==> src/rtl/aclk_pkg.sv <==
package aclk_pkg;
  localparam int unsigned BIT_FAST_DEF  = 2;
  localparam int unsigned BIT_SLOW_DEF  = 4;
  localparam int unsigned FRAME_S_DEF   = 32;
  localparam int unsigned FRAME_M_DEF   = 64;
  localparam int unsigned FRAME_L_DEF   = 128;
  localparam int unsigned FSEL_W        = 2;

  typedef enum logic [FSEL_W-1:0] {
    FSEL_SHORT = 2'd0,
    FSEL_MID   = 2'd1,
    FSEL_LONG  = 2'd2,
    FSEL_ALIAS = 2'd3
  } frame_sel_e;
endpackage

==> src/rtl/aclk_ratio_latch.sv <==
module aclk_ratio_latch
  import aclk_pkg::*;
#(
  parameter int unsigned BIT_FAST = BIT_FAST_DEF,
  parameter int unsigned BIT_SLOW = BIT_SLOW_DEF,
  parameter int unsigned FRAME_S  = FRAME_S_DEF,
  parameter int unsigned FRAME_M  = FRAME_M_DEF,
  parameter int unsigned FRAME_L  = FRAME_L_DEF,
  localparam int unsigned SUB_W   = $clog2(BIT_SLOW),
  localparam int unsigned BIT_W   = $clog2(FRAME_L)
) (
  input  logic              clk_i,
  input  logic              rst_ni,
  input  logic              run_i,
  input  logic              frame_end_i,
  input  logic              bit_sel_i,
  input  logic [FSEL_W-1:0] frame_sel_i,
  output logic [SUB_W-1:0]  sub_last_o,
  output logic [SUB_W-1:0]  sub_half_o,
  output logic [BIT_W-1:0]  bit_last_o,
  output logic [BIT_W-1:0]  bit_half_o
);
  logic             load;
  logic [SUB_W-1:0] sub_last_d, sub_last_q;
  logic [BIT_W-1:0] bit_last_d, bit_last_q;
  frame_sel_e       fsel;

  assign fsel = frame_sel_e'(frame_sel_i);
  assign load = !run_i || frame_end_i;

  always_comb begin
    sub_last_d = sub_last_q;
    bit_last_d = bit_last_q;
    if (load) begin
      sub_last_d = bit_sel_i ? SUB_W'(BIT_SLOW - 1) : SUB_W'(BIT_FAST - 1);
      unique case (fsel)
        FSEL_SHORT: bit_last_d = BIT_W'(FRAME_S - 1);
        FSEL_MID:   bit_last_d = BIT_W'(FRAME_M - 1);
        default:    bit_last_d = BIT_W'(FRAME_L - 1);
      endcase
    end
  end

  always_ff @(posedge clk_i or negedge rst_ni) begin
    if (!rst_ni) begin
      sub_last_q <= SUB_W'(BIT_FAST - 1);
      bit_last_q <= BIT_W'(FRAME_S - 1);
    end else begin
      sub_last_q <= sub_last_d;
      bit_last_q <= bit_last_d;
    end
  end

  assign sub_last_o = sub_last_q;
  assign bit_last_o = bit_last_q;
  assign sub_half_o = (sub_last_q >> 1) + SUB_W'(1);
  assign bit_half_o = (bit_last_q >> 1) + BIT_W'(1);
endmodule

==> src/rtl/aclk_bit_timer.sv <==
module aclk_bit_timer #(
  parameter int unsigned SUB_W = 2
) (
  input  logic             clk_i,
  input  logic             rst_ni,
  input  logic             run_i,
  input  logic [SUB_W-1:0] sub_last_i,
  input  logic [SUB_W-1:0] sub_half_i,
  output logic             bit_end_o,
  output logic             raw_o,
  output logic             launch_o,
  output logic             sample_o
);
  logic [SUB_W-1:0] sub_d, sub_q;

  always_comb begin
    if (!run_i)                   sub_d = '0;
    else if (sub_q == sub_last_i) sub_d = '0;
    else                          sub_d = sub_q + SUB_W'(1);
  end

  always_ff @(posedge clk_i or negedge rst_ni) begin
    if (!rst_ni) sub_q <= '0;
    else         sub_q <= sub_d;
  end

  assign bit_end_o = run_i && (sub_q == sub_last_i);
  assign raw_o     = (sub_q >= sub_half_i);
  assign launch_o  = run_i && (sub_q == '0);
  assign sample_o  = run_i && (sub_q == sub_half_i);
endmodule

==> src/rtl/aclk_frame_timer.sv <==
module aclk_frame_timer #(
  parameter int unsigned BIT_W = 7
) (
  input  logic             clk_i,
  input  logic             rst_ni,
  input  logic             run_i,
  input  logic             bit_end_i,
  input  logic [BIT_W-1:0] bit_last_i,
  input  logic [BIT_W-1:0] bit_half_i,
  output logic             frame_end_o,
  output logic             right_o,
  output logic             first_o
);
  logic [BIT_W-1:0] bit_d, bit_q;
  logic             last_bit;

  assign last_bit = (bit_q == bit_last_i);

  always_comb begin
    if (!run_i)          bit_d = '0;
    else if (!bit_end_i) bit_d = bit_q;
    else if (last_bit)   bit_d = '0;
    else                 bit_d = bit_q + BIT_W'(1);
  end

  always_ff @(posedge clk_i or negedge rst_ni) begin
    if (!rst_ni) bit_q <= '0;
    else         bit_q <= bit_d;
  end

  assign frame_end_o = bit_end_i && last_bit;
  assign right_o     = (bit_q >= bit_half_i);
  assign first_o     = (bit_q == '0);
endmodule

==> src/rtl/aclk_out_stage.sv <==
module aclk_out_stage (
  input  logic clk_i,
  input  logic rst_ni,
  input  logic run_i,
  input  logic raw_i,
  input  logic right_i,
  input  logic launch_i,
  input  logic sample_i,
  input  logic first_i,
  input  logic bclk_inv_i,
  input  logic fclk_inv_i,
  input  logic nogate_i,
  input  logic busy_i,
  input  logic slave_i,
  input  logic ext_bclk_i,
  input  logic ext_fclk_i,
  output logic bclk_o,
  output logic fclk_o,
  output logic launch_o,
  output logic sample_o,
  output logic frame_o
);
  logic want_gate, gate_eff;
  logic gate_d, gate_q;
  logic bclk_d, bclk_q, fclk_d, fclk_q;
  logic launch_d, launch_q, sample_d, sample_q, frame_d, frame_q;

  assign want_gate = !nogate_i && !busy_i;
  assign gate_eff  = launch_i ? want_gate : gate_q;

  always_comb begin
    gate_d   = 1'b0;
    bclk_d   = 1'b0;
    fclk_d   = 1'b0;
    launch_d = 1'b0;
    sample_d = 1'b0;
    frame_d  = 1'b0;
    if (run_i) begin
      gate_d   = gate_eff;
      bclk_d   = gate_eff ? !bclk_inv_i : (raw_i ^ bclk_inv_i);
      fclk_d   = right_i ^ fclk_inv_i;
      launch_d = launch_i;
      sample_d = sample_i;
      frame_d  = launch_i && first_i;
    end
  end

  always_ff @(posedge clk_i or negedge rst_ni) begin
    if (!rst_ni) begin
      gate_q   <= 1'b0;
      bclk_q   <= 1'b0;
      fclk_q   <= 1'b0;
      launch_q <= 1'b0;
      sample_q <= 1'b0;
      frame_q  <= 1'b0;
    end else begin
      gate_q   <= gate_d;
      bclk_q   <= bclk_d;
      fclk_q   <= fclk_d;
      launch_q <= launch_d;
      sample_q <= sample_d;
      frame_q  <= frame_d;
    end
  end

  assign bclk_o   = slave_i ? ext_bclk_i : bclk_q;
  assign fclk_o   = slave_i ? ext_fclk_i : fclk_q;
  assign launch_o = launch_q;
  assign sample_o = sample_q;
  assign frame_o  = frame_q;
endmodule

==> src/rtl/audio_clkgen.sv <==
module audio_clkgen
  import aclk_pkg::*;
#(
  parameter int unsigned BIT_FAST = BIT_FAST_DEF,
  parameter int unsigned BIT_SLOW = BIT_SLOW_DEF,
  parameter int unsigned FRAME_S  = FRAME_S_DEF,
  parameter int unsigned FRAME_M  = FRAME_M_DEF,
  parameter int unsigned FRAME_L  = FRAME_L_DEF
) (
  input  logic              clk_i,
  input  logic              rst_ni,
  input  logic              en_i,
  input  logic              master_i,
  input  logic              nogate_i,
  input  logic              busy_i,
  input  logic              bclk_inv_i,
  input  logic              fclk_inv_i,
  input  logic              bit_ratio_i,
  input  logic [FSEL_W-1:0] frame_ratio_i,
  input  logic              ext_bclk_i,
  input  logic              ext_fclk_i,
  output logic              bclk_o,
  output logic              fclk_o,
  output logic              launch_stb_o,
  output logic              sample_stb_o,
  output logic              frame_stb_o
);
  localparam int unsigned SUB_W = $clog2(BIT_SLOW);
  localparam int unsigned BIT_W = $clog2(FRAME_L);

  logic [1:0]       rst_sync_q;
  logic             rst_n;
  logic             run_d, run_q;
  logic [SUB_W-1:0] sub_last, sub_half;
  logic [BIT_W-1:0] bit_last, bit_half;
  logic             bit_end, raw, launch, sample;
  logic             frame_end, right, first;
  logic             slave;

  // asynchronous assertion, synchronous release
  always_ff @(posedge clk_i or negedge rst_ni) begin
    if (!rst_ni) rst_sync_q <= 2'b00;
    else         rst_sync_q <= {rst_sync_q[0], 1'b1};
  end
  assign rst_n = rst_sync_q[1];

  assign run_d = en_i && master_i;
  assign slave = en_i && !master_i;

  always_ff @(posedge clk_i or negedge rst_n) begin
    if (!rst_n) run_q <= 1'b0;
    else        run_q <= run_d;
  end

  aclk_ratio_latch #(
    .BIT_FAST (BIT_FAST),
    .BIT_SLOW (BIT_SLOW),
    .FRAME_S  (FRAME_S),
    .FRAME_M  (FRAME_M),
    .FRAME_L  (FRAME_L)
  ) ratio_i (
    .clk_i       (clk_i),
    .rst_ni      (rst_n),
    .run_i       (run_q),
    .frame_end_i (frame_end),
    .bit_sel_i   (bit_ratio_i),
    .frame_sel_i (frame_ratio_i),
    .sub_last_o  (sub_last),
    .sub_half_o  (sub_half),
    .bit_last_o  (bit_last),
    .bit_half_o  (bit_half)
  );

  aclk_bit_timer #(.SUB_W(SUB_W)) bit_i (
    .clk_i      (clk_i),
    .rst_ni     (rst_n),
    .run_i      (run_q),
    .sub_last_i (sub_last),
    .sub_half_i (sub_half),
    .bit_end_o  (bit_end),
    .raw_o      (raw),
    .launch_o   (launch),
    .sample_o   (sample)
  );

  aclk_frame_timer #(.BIT_W(BIT_W)) frame_i (
    .clk_i       (clk_i),
    .rst_ni      (rst_n),
    .run_i       (run_q),
    .bit_end_i   (bit_end),
    .bit_last_i  (bit_last),
    .bit_half_i  (bit_half),
    .frame_end_o (frame_end),
    .right_o     (right),
    .first_o     (first)
  );

  aclk_out_stage out_i (
    .clk_i      (clk_i),
    .rst_ni     (rst_n),
    .run_i      (run_q),
    .raw_i      (raw),
    .right_i    (right),
    .launch_i   (launch),
    .sample_i   (sample),
    .first_i    (first),
    .bclk_inv_i (bclk_inv_i),
    .fclk_inv_i (fclk_inv_i),
    .nogate_i   (nogate_i),
    .busy_i     (busy_i),
    .slave_i    (slave),
    .ext_bclk_i (ext_bclk_i),
    .ext_fclk_i (ext_fclk_i),
    .bclk_o     (bclk_o),
    .fclk_o     (fclk_o),
    .launch_o   (launch_stb_o),
    .sample_o   (sample_stb_o),
    .frame_o    (frame_stb_o)
  );
endmodule

==> config.mk <==
export PLATFORM = sky130hd
export DESIGN_NAME = audio_clkgen
export DESIGN_NICKNAME = d
export VERILOG_FILES = /design/src/rtl/aclk_pkg.sv /design/src/rtl/aclk_ratio_latch.sv /design/src/rtl/aclk_bit_timer.sv /design/src/rtl/aclk_frame_timer.sv /design/src/rtl/aclk_out_stage.sv /design/src/rtl/audio_clkgen.sv
export SDC_FILE = /design/constraint.sdc
export NUM_CORES = 1
export LEC_CHECK = 0
export ABC_CLOCK_PERIOD_IN_PS = 2300
export BUFFER_PORTS_ARGS = -buffer_cell sky130_fd_sc_hd__buf_2
export CORE_MARGIN = 2
export CORE_UTILIZATION = 60
export CTS_BUF_LIST = sky130_fd_sc_hd__clkbuf_4 sky130_fd_sc_hd__clkbuf_8
export DETAILED_ROUTE_END_ITERATION = 8
export PLACE_DENSITY = 0.84
export SLEW_MARGIN = 10
export SYNTH_ARGS = -nofsm -noshare
export SYNTH_HDL_FRONTEND = slang
export SYNTH_SLANG_ARGS = --single-unit
==> constraint.sdc <==
create_clock -name clk_i -period 2.3 [get_ports clk_i]
set_clock_uncertainty 0.2 [all_clocks]
set_input_delay 0.345 -clock clk_i [delete_from_list [all_inputs] [get_ports clk_i]]
set_output_delay 0.345 -clock clk_i [all_outputs]
set_load 0.005 [all_outputs]
==> flow_summary.toml <==
[status]
status = "completed"

[final_layout]
nFillCells = 119
nets = 149
diodes = 0
drive_gt1_frac = 0.254
final_cell_count_no_fill = 151
syn_to_final_growth_pct = 14.1

[timing]
finalHoldViolCount = 0
post-route-min-period_ns = 2.04
worst-slew-pin-transition_ns = 0.732
relSlewSlack = 0.512
finalCritPeriodShare = 0.888
hold_slack_ns = 0.0675
max_freq_mhz = 489
drv_slew = 0
setup-tns-final_ns = 0
setup_violations = 0
rsz0062_at_grt = "false"

[logic_synthesis]
seq_area_frac_synth = 0.473
synth_commonest_cells = "21 x dfrtp_1, 9 x ha_1, 8 x inv_1, 8 x nand2_1"
ys_types = 34
yosysTopAreaCell = "dfrtp_1"
ys_seq_elements = 21
syn_area_um2 = 1110
synth_most_common_cell = "dfrtp_1"
syn_avg_cell_area_um2 = 10.7
ys_top_cells_by_area = "dfrtp_1 47%, ha_1 10%, inv_1 2.7%"
synth_flop_cell = "dfrtp_1"
synthArstFlopShare = 1.00
netlist_instances = 104
synth_edf_count = 0
synth_nets = 126
synth_top_area_frac = 0.473
yosysWarnings = 0

[floorplan]
start_util = 0.643
core_um2 = 1730
row_count = 15
ios = 18
die_h_um = 47.0
die_width_um = 47.0
die_area_um2 = 2210

[power_and_ir_drop]
leakage_nw = 0.595
ir_worst_vdd_mv = 0.365
power.total_w = 0.000677
power_density_nw_per_um2 = 534

[place]
io_buffers = 17
placed_cells_incl_taps = 146
place_hpwl_um = 1540
gp_congestion = 0.888

[setup_path]
path_cells = "inv_1 > ha_1 > nand3_2 > or2_4 > o21ai_4 > mux2_4"
criticalPathCategory = "reg -> reg"
reg2reg_from = "ratio_i.sub_last_o[1]$_DFFE_PN0P_"
critPathArrivalTime_ns = 2.03
endpoint = "ratio_i.sub_last_o[1]$_DFFE_PN0P_"
r2r_cells = 6
max_stage_delay_ns = 0.40
crit_start = "ratio_i.sub_last_o[1]$_DFFE_PN0P_"
cp_data_required_time_ns = 2.29
r2r-end = "ratio_i.sub_last_o[1]$_DFFE_PN0P_"
rrSetupSlack_ns = 0.26
worst_setup_path_start_kind = "register"
critPathSlowestCell = "ha_1"
endpoint_kind = "register"
crit_fanout = 6

[routing]
vias = 806
wl_per_cell_um = 12.8
route.detailed.drc = 0
drt-total-wl_um = 1940
ant_nets = 0
viasPerCell = 5.34
firstDrtPassIters = 4
drtIter0Drc = 14

[clock_network]
postCtsSetupBuffers = 0
cts_buffers = 3
root_buffer = "clkbuf_4"
clk_latency_ns = 0.30
htreeDepth = 1
cts_hold_buf = 1
cts.sinks = 21
clock_path_buffers = 2
cts_tree = "yes"
cts_resized = 0
clk_pin_slew_ns = 0.11

[global_routing]
antenna_found_initial = 0
grt_max_degree = 20
grt_pass1_vias = 778
gr-total-overflow = 0
grt_usage = 0.219
grt_pass1_wl_um = 3330

[worst_hold_path]
holdPathStages = 2
hold_path.class = "in -> reg"

[flow_run]
drv_cap = 0
## area by class of cell
class                      instances  area, um^2  share of cell area
sequential                        21         526               0.415
timing repair buffer              18        95.1              0.0750
tap                               25        31.3              0.0247
clock buffer                       4        30.0              0.0237
inverter                           9        33.8              0.0267
multi-input combinational         74         552               0.435
## flip-flops by register name (all words and copies together), names as in the netlist, 2 cells and up
name / count
frame_i.bit_q: 7
ratio_i.bit_last_o: 2
bit_i.sub_q: 2
rst_sync_q: 2
## routing by layer
layer  vias up  routed length [um]  GRT usage
met2        17                 947      0.367
li1        406                   -          -
met4         0                  21     0.0722
met3         2                  82     0.0692
met1       381                 887      0.268
met5         -                   0          0
## logic make-up (layout without fill, tap and decap cells)
family                     Yosys count  after routing  synth area share
AOI/OAI and AO/OA                   17             17             0.105
xor gates and xnor gates             4              4            0.0315
adders and majority gates            9              9             0.101
buffers and inverters                9             31            0.0304
DFF                                 21             21             0.473
muxes                                5              5            0.0563
other                                1              1           0.00338
and+or+nand+nor                     38             38             0.199
## report_power, final
part	internal [W]	switching [W]
combinational	0.0000481	0.0000435
sequential	0.000383	0.0000164
clock	0.0000793	0.000106
total	0.000511	0.000166
## stage by stage
step | instance area, um^2 | setup WS [ns] | utilization
final | 1270 | 0.257 | 0.734
after global routing | 1270 | 0.159 | 0.734
after CTS | 1270 | 0.259 | 0.734
after detailed placement | 1230 | 0.280 | 0.711
after global placement | 1230 | 0.338 | 0.711
after floorplan | 1110 | 0.407 | -
## worst min path at each step
stage / from / to / slack (ns)
finish: master_i / run_q$_DFF_PN0_ / 0.07
global route: master_i / run_q$_DFF_PN0_ / 0.04
CTS: master_i / run_q$_DFF_PN0_ / 0.06
global placement: rst_ni / rst_sync_q[0]$_DFF_PN0_ / -0.07
floorplan: rst_ni / rst_sync_q[0]$_DFF_PN0_ / -0.15
detailed placement: rst_ni / rst_sync_q[0]$_DFF_PN0_ / -0.07
## cells in the final DEF (no fill, tap or decap), drive strengths merged, types with 2 or more instances in the layout
cell type	instances
nor3b	2
o21a	3
clkbuf	4
and2	2
xnor2	2
nor4	2
and3	2
nand2	8
nand3	7
buf	17
or3	2
nand2b	2
dfrtp	21
a31oi	2
a21oi	5
ha	9
xor2	2
mux2	4
inv	8
nor2	5
o21ai	6
## critical path, delay by kind of cell (launching register included)
| kind | cells | cell delay, ns |
|---|---|---|
| multiplexers | 1 | 0.32 |
| AO/OA/AOI/OAI | 1 | 0.18 |
| buffers and inverters | 1 | 0.07 |
| flip-flops | 1 | 0.37 |
| AND/OR/NAND/NOR | 2 | 0.39 |
| adder cells (fa/ha/maj) | 1 | 0.40 |
(Power assumes the default switching activity.)
